--- src/rtl/mlic_pkg.sv ---
package mlic_pkg;
    parameter int NUM_LVL = 4;
    parameter int SEL_W   = 3;
    localparam int CODE_W = $clog2(NUM_LVL + 2);
    localparam logic [CODE_W-1:0] CODE_IDLE = '0;
    localparam logic [CODE_W-1:0] CODE_OVF  = CODE_W'(NUM_LVL + 1);

    typedef struct packed {
        logic [NUM_LVL-1:0] en;
        logic               mst;
        logic [NUM_LVL-1:0] pls_en;
        logic               pls_mst;
        logic               irq;
        logic [CODE_W-1:0]  code;
        logic [NUM_LVL-1:0] sav_en;
        logic               sav_mst;
    } mlic_state_t;
endpackage

--- src/rtl/mlic_flag_dec.sv ---
module mlic_flag_dec #(
    parameter int NUM_LVL = 4,
    parameter int SEL_W   = 3
) (
    input  logic [SEL_W-1:0]   sel,
    output logic [NUM_LVL-1:0] lvl_hit,
    output logic               mst_hit
);
    for (genvar i = 0; i < NUM_LVL; i++) begin : g_hit
        assign lvl_hit[i] = (sel == SEL_W'(i));
    end
    assign mst_hit = (sel == SEL_W'(NUM_LVL));
endmodule

--- src/rtl/mlic_prio.sv ---
module mlic_prio #(
    parameter int NUM_LVL = 4,
    parameter int CODE_W  = 3
) (
    input  logic [NUM_LVL-1:0] live,
    input  logic               ovf_live,
    output logic               any,
    output logic [CODE_W-1:0]  code,
    output logic [NUM_LVL-1:0] keep
);
    logic [NUM_LVL-1:0] keep_lvl;

    assign keep_lvl[0] = 1'b1;
    for (genvar j = 1; j < NUM_LVL; j++) begin : g_keep
        assign keep_lvl[j] = ~|live[j-1:0];
    end

    always_comb begin
        code = '0;
        for (int i = NUM_LVL - 1; i >= 0; i--) begin
            if (live[i]) code = CODE_W'(i + 1);
        end
        if (ovf_live) code = CODE_W'(NUM_LVL + 1);
        any  = ovf_live | (|live);
        keep = ovf_live ? '0 : keep_lvl;
    end
endmodule

--- src/rtl/mlic_top.sv ---
module mlic_top
    import mlic_pkg::*;
(
    input  logic               clk,
    input  logic               sys_clr,
    input  logic               flg_set,
    input  logic               flg_pulse,
    input  logic [SEL_W-1:0]   flg_sel,
    input  logic               flg_val,
    input  logic [NUM_LVL-1:0] lvl_req,
    input  logic               stk_ovf_req,
    input  logic               int_ack,
    input  logic               rti,
    output logic               int_o,
    output logic [CODE_W-1:0]  int_lvl,
    output logic [NUM_LVL-1:0] lvl_en,
    output logic               mst_en
);
    mlic_state_t st_d, st_q;

    logic [NUM_LVL-1:0] hit_lvl, live, keep;
    logic               hit_mst, any;
    logic [CODE_W-1:0]  win_code;
    logic [NUM_LVL-1:0] en_eff;
    logic               mst_eff, accept;

    mlic_flag_dec #(.NUM_LVL(NUM_LVL), .SEL_W(SEL_W)) i_dec (
        .sel     (flg_sel),
        .lvl_hit (hit_lvl),
        .mst_hit (hit_mst)
    );

    assign en_eff  = st_q.en | st_q.pls_en;
    assign mst_eff = st_q.mst | st_q.pls_mst;
    assign live    = lvl_req & en_eff & {NUM_LVL{mst_eff}};

    mlic_prio #(.NUM_LVL(NUM_LVL), .CODE_W(CODE_W)) i_prio (
        .live     (live),
        .ovf_live (stk_ovf_req & mst_eff),
        .any      (any),
        .code     (win_code),
        .keep     (keep)
    );

    assign accept = ~st_q.irq & any;

    always_comb begin
        st_d         = st_q;
        st_d.pls_en  = '0;
        st_d.pls_mst = 1'b0;
        if (st_q.irq && int_ack) begin
            st_d.irq  = 1'b0;
            st_d.code = CODE_IDLE;
        end
        if (accept) begin
            st_d.irq     = 1'b1;
            st_d.code    = win_code;
            st_d.sav_en  = st_q.en;
            st_d.sav_mst = st_q.mst;
            st_d.en      = st_q.en & keep;
            st_d.mst     = 1'b0;
        end else if (rti) begin
            st_d.en  = st_q.sav_en;
            st_d.mst = st_q.sav_mst;
        end else begin
            if (flg_set) begin
                st_d.en = (st_q.en & ~hit_lvl) | (hit_lvl & {NUM_LVL{flg_val}});
                if (hit_mst) st_d.mst = flg_val;
            end
            if (flg_pulse) begin
                st_d.pls_en  = hit_lvl;
                st_d.pls_mst = hit_mst;
            end
        end
    end

    always_ff @(posedge clk) begin
        if (sys_clr) st_q <= '0;
        else         st_q <= st_d;
    end

    assign int_o   = st_q.irq;
    assign int_lvl = st_q.code;
    assign lvl_en  = en_eff;
    assign mst_en  = mst_eff;
endmodule

--- config.mk ---
export PLATFORM = sky130hd
export DESIGN_NAME = mlic_top
export DESIGN_NICKNAME = d
export VERILOG_FILES = /design/src/rtl/mlic_pkg.sv /design/src/rtl/mlic_flag_dec.sv /design/src/rtl/mlic_prio.sv /design/src/rtl/mlic_top.sv
export SDC_FILE = /design/constraint.sdc
export NUM_CORES = 1
export LEC_CHECK = 0
export ABC_AREA = 1
export ABC_CLOCK_PERIOD_IN_PS = 1100
export BUFFER_PORTS_ARGS = -buffer_cell sky130_fd_sc_hd__buf_2
export CAP_MARGIN = 30
export CORE_MARGIN = 2
export CORE_UTILIZATION = 38
export CTS_CLUSTER_DIAMETER = 60
export DETAILED_ROUTE_END_ITERATION = 12
export GPL_ROUTABILITY_DRIVEN = 1
export PLACE_DENSITY = 0.66
export REMOVE_ABC_BUFFERS = 1
export SLEW_MARGIN = 20
export SYNTH_ARGS = -nofsm -noshare
export SYNTH_HDL_FRONTEND = slang
export SYNTH_SLANG_ARGS = --single-unit
--- constraint.sdc ---
create_clock -name clk -period 1.1 [get_ports clk]
set_input_delay 0.11 -clock clk [delete_from_list [all_inputs] [get_ports clk]]
set_output_delay 0.11 -clock clk [all_outputs]
set_load 0.01 [all_outputs]
==> qor.csv <==
stage;metric;value;unit
sta;finalMaxSlewViolations;0;
global_route;grt_overflow;0;
layout;finalNonFillerCells;229;
drt;via_per_inst;4.71;
setup_path;crit_type;reg -> reg;
floorplan;core;2520;sq um
cts;postCtsHoldBufs;0;
layout;layout-drive-gt1-share;40.2;%
sta;finClkSkew;8.53;ps
setup_path;critPathTopFamily;simple AND/OR/NAND/NOR gates;
logic_synthesis;async_reset_ff_share;0;%
setup_path;worstPathRequired;1340;ps
worst_hold_path;holdCritPathClass;in -> reg;
drt;wire_per_inst;10.9;um
status;violations;negative setup slack;
worst_hold_path;min_path_cells;2;
logic_synthesis;ys_warn_count;0;
floorplan;fp.dieW;56.1;um
power_and_ir_drop;max-vdd-ir-drop;0.574;mV
logic_synthesis;synthesis.area;1030;sq um
cts;cts_sinks;19;
logic_synthesis;netlist_top_cells_count;43 x nand2_1, 32 x nor2_1, 19 x dfxtp_1, 16 x inv_1, 9 x nand3_1;
power_and_ir_drop;power.total;0.00135;W
global_route;grt_use_total;16.0;%
setup_path;cp_max_fo;6;
setup_path;regToRegEndpoint;st_q[12];
sta;holdWs;44.3;ps
drt;final_antenna_net_count;0;
setup_path;rrSetupSlack;-270;ps
logic_synthesis;synth_edf_count;0;
drt;totalWireLength;2490;um
cts;cts_tree;yes;
cts;cts_root_buf;clkbuf_4;
cts;clock_path_buffers;2;
sta;rsz0062_at_grt;true;
worst_hold_path;hold_end;int_lvl[0];
setup_path;cpPeakStageDelay;350;ps
logic_synthesis;ys_seq_area_share;36.9;%
logic_synthesis;synth.ff_latch_count;19;
placed_design;place_congestion;0.764;
logic_synthesis;synth.area.top_cells;dfxtp_1 37%, nand2_1 16%, nor2_1 12%;
setup_path;reg2regPathDepth;8;
sta;finalCritPeriodShare;125;%
power_and_ir_drop;leakage;0.724;nW
logic_synthesis;yosysTopAreaCellShare;36.9;%
cts;clk_pin_slew;120;ps
sta;fin_ws;-270;ps
floorplan;die_area;3150;sq um
floorplan;rows;18;
sta;max_freq;730;MHz
layout;finalCoreUtilization;57.1;%
floorplan;io_pins;24;
logic_synthesis;synth_cell_types;25;
job;drv_cap;0;
floorplan;start_util;40.9;%
sta;post-route-min-period;1370;ps
global_route;antenna_found_initial;0;
logic_synthesis;synth_top_area_cell;dfxtp_1;
cts;clock_latency;300;ps
floorplan;die_h;56.1;um
setup_path;start_kind;register;
sta;hold_viol_final;0;
drt;drtIter0Drc;26;
logic_synthesis;synth-main-ff-cell;dfxtp_1;
sta;setup_tns;-4490;ps
sta;slew_headroom;81.7;%
power_and_ir_drop;p_per_area;934;nW/um^2
setup_path;cp-end-kind;register;
cts;htreeDepth;1;
worst_hold_path;min_from;sys_clr;
setup_path;worst_path_max_delay_cell;dfxtp_2;
global_route;grt_max_degree;11;
placed_design;place_hpwl;1870;um
setup_path;cp_num_buf_inv;2;
status;outcome;finished with violations;
setup_path;path_cells;inv_2 -> nand2_4 -> nand3_2 -> nand3_4 -> o21bai_4 -> buf_6 -> nand4_4 -> nor2_1;
cts;cts_made_buffers;3;
drt;dr.pass1.iters;6;
global_route;grt_pass1_vias;980;
global_route;grt_first_pass_wirelength;3990;um
drt;drc;0;
logic_synthesis;syn_inst;157;
placed_design;io_buffers;23;
layout;syn_to_final_growth;39.8;%
logic_synthesis;postSynthAreaPerCell;6.57;sq um
drt;num_vias;1078;
setup_path;crit_arrival;1610;ps
layout;diodes;0;
sta;tightest_slew;274;ps
logic_synthesis;yosysMostFrequentCell;nand2_1;
sta;setup_viol;21;
layout;nets;215;
setup_path;r2r-start;st_q[9];
placed_design;dp.cells;218;
-- placed cells by master (no fill, tap or decap), types with 4 or more instances in the layout --
master / instances
nand3_2: 4
a21oi_1: 5
dfxtp_2: 7
nand3_1: 7
buf_6: 11
nand2_1: 41
buf_2: 19
buf_4: 12
dfxtp_1: 12
nor2_1: 31
inv_2: 6
inv_1: 14
-- cell type report --
class                           instances  area, sq um
Sequential cell                        19          389
Clock buffer                            4         26.3
Multi-Input combinational cell        112          592
Fill cell                             236         1080
Timing Repair Buffer                   42          309
Tap cell                               30         37.5
Inverter                               22         87.6
-- how the worst max path moves through the flow --
stage	startpoint	endpoint	slack (ps)	depth (start not counted)
after global placement	register	st_q[3]	-280	9
after detailed placement	register	st_q[3]	-330	9
after global routing	st_q[14]	int_lvl[1]	-370	6
after CTS	st_q[14]	int_lvl[0]	-250	8
after floorplan	register	st_q[2]	-170	9
final	st_q[9]	st_q[12]	-270	8
-- layer usage --
layer	GRT usage, %	vias up	wire length [um]
met5	0	-	0
met2	27.4	31	1280
met4	7.48	0	40
met1	18.7	477	1050
li1	-	565	-
met3	3.49	5	126
-- stage by stage --
step | instance area [sq um] | setup slack, ps
after floorplan | 997 | -166
after global placement | 1240 | -283
after detailed placement | 1240 | -330
after CTS | 1350 | -253
after global routing | 1440 | -368
final | 1440 | -270
-- worst register-to-register path, delay by kind of cell (launching register included) --
family	cells	cell delay, ps
AOI/OAI and AO/OA	1	240
and+or+nand+nor	5	520
DFF	1	350
buffers and inverters	2	210
-- repair_timing --
item	in CTS	in global routing
buffers inserted	5	2
setup endpoints to repair	23	24
pin swaps	4	3
resized for setup	17	19
-- report_power, final --
part	internal (W)	switching [W]	total [W]
clock	0.000141	0.000226	0.000367
combinational	0.000121	0.000139	0.000260
sequential	0.000707	0.0000117	0.000719
-- logic make-up (layout without fill, tap and decap cells) --
logic type	Yosys count	after routing	share of synthesized area, %
AO/OA/AOI/OAI	16	16	9.59
buffers and inverters	26	68	11.3
flip-flops	19	19	36.9
AND/OR/NAND/NOR	96	96	42.2
Note: power is estimated with default switching activity, not from simulation.
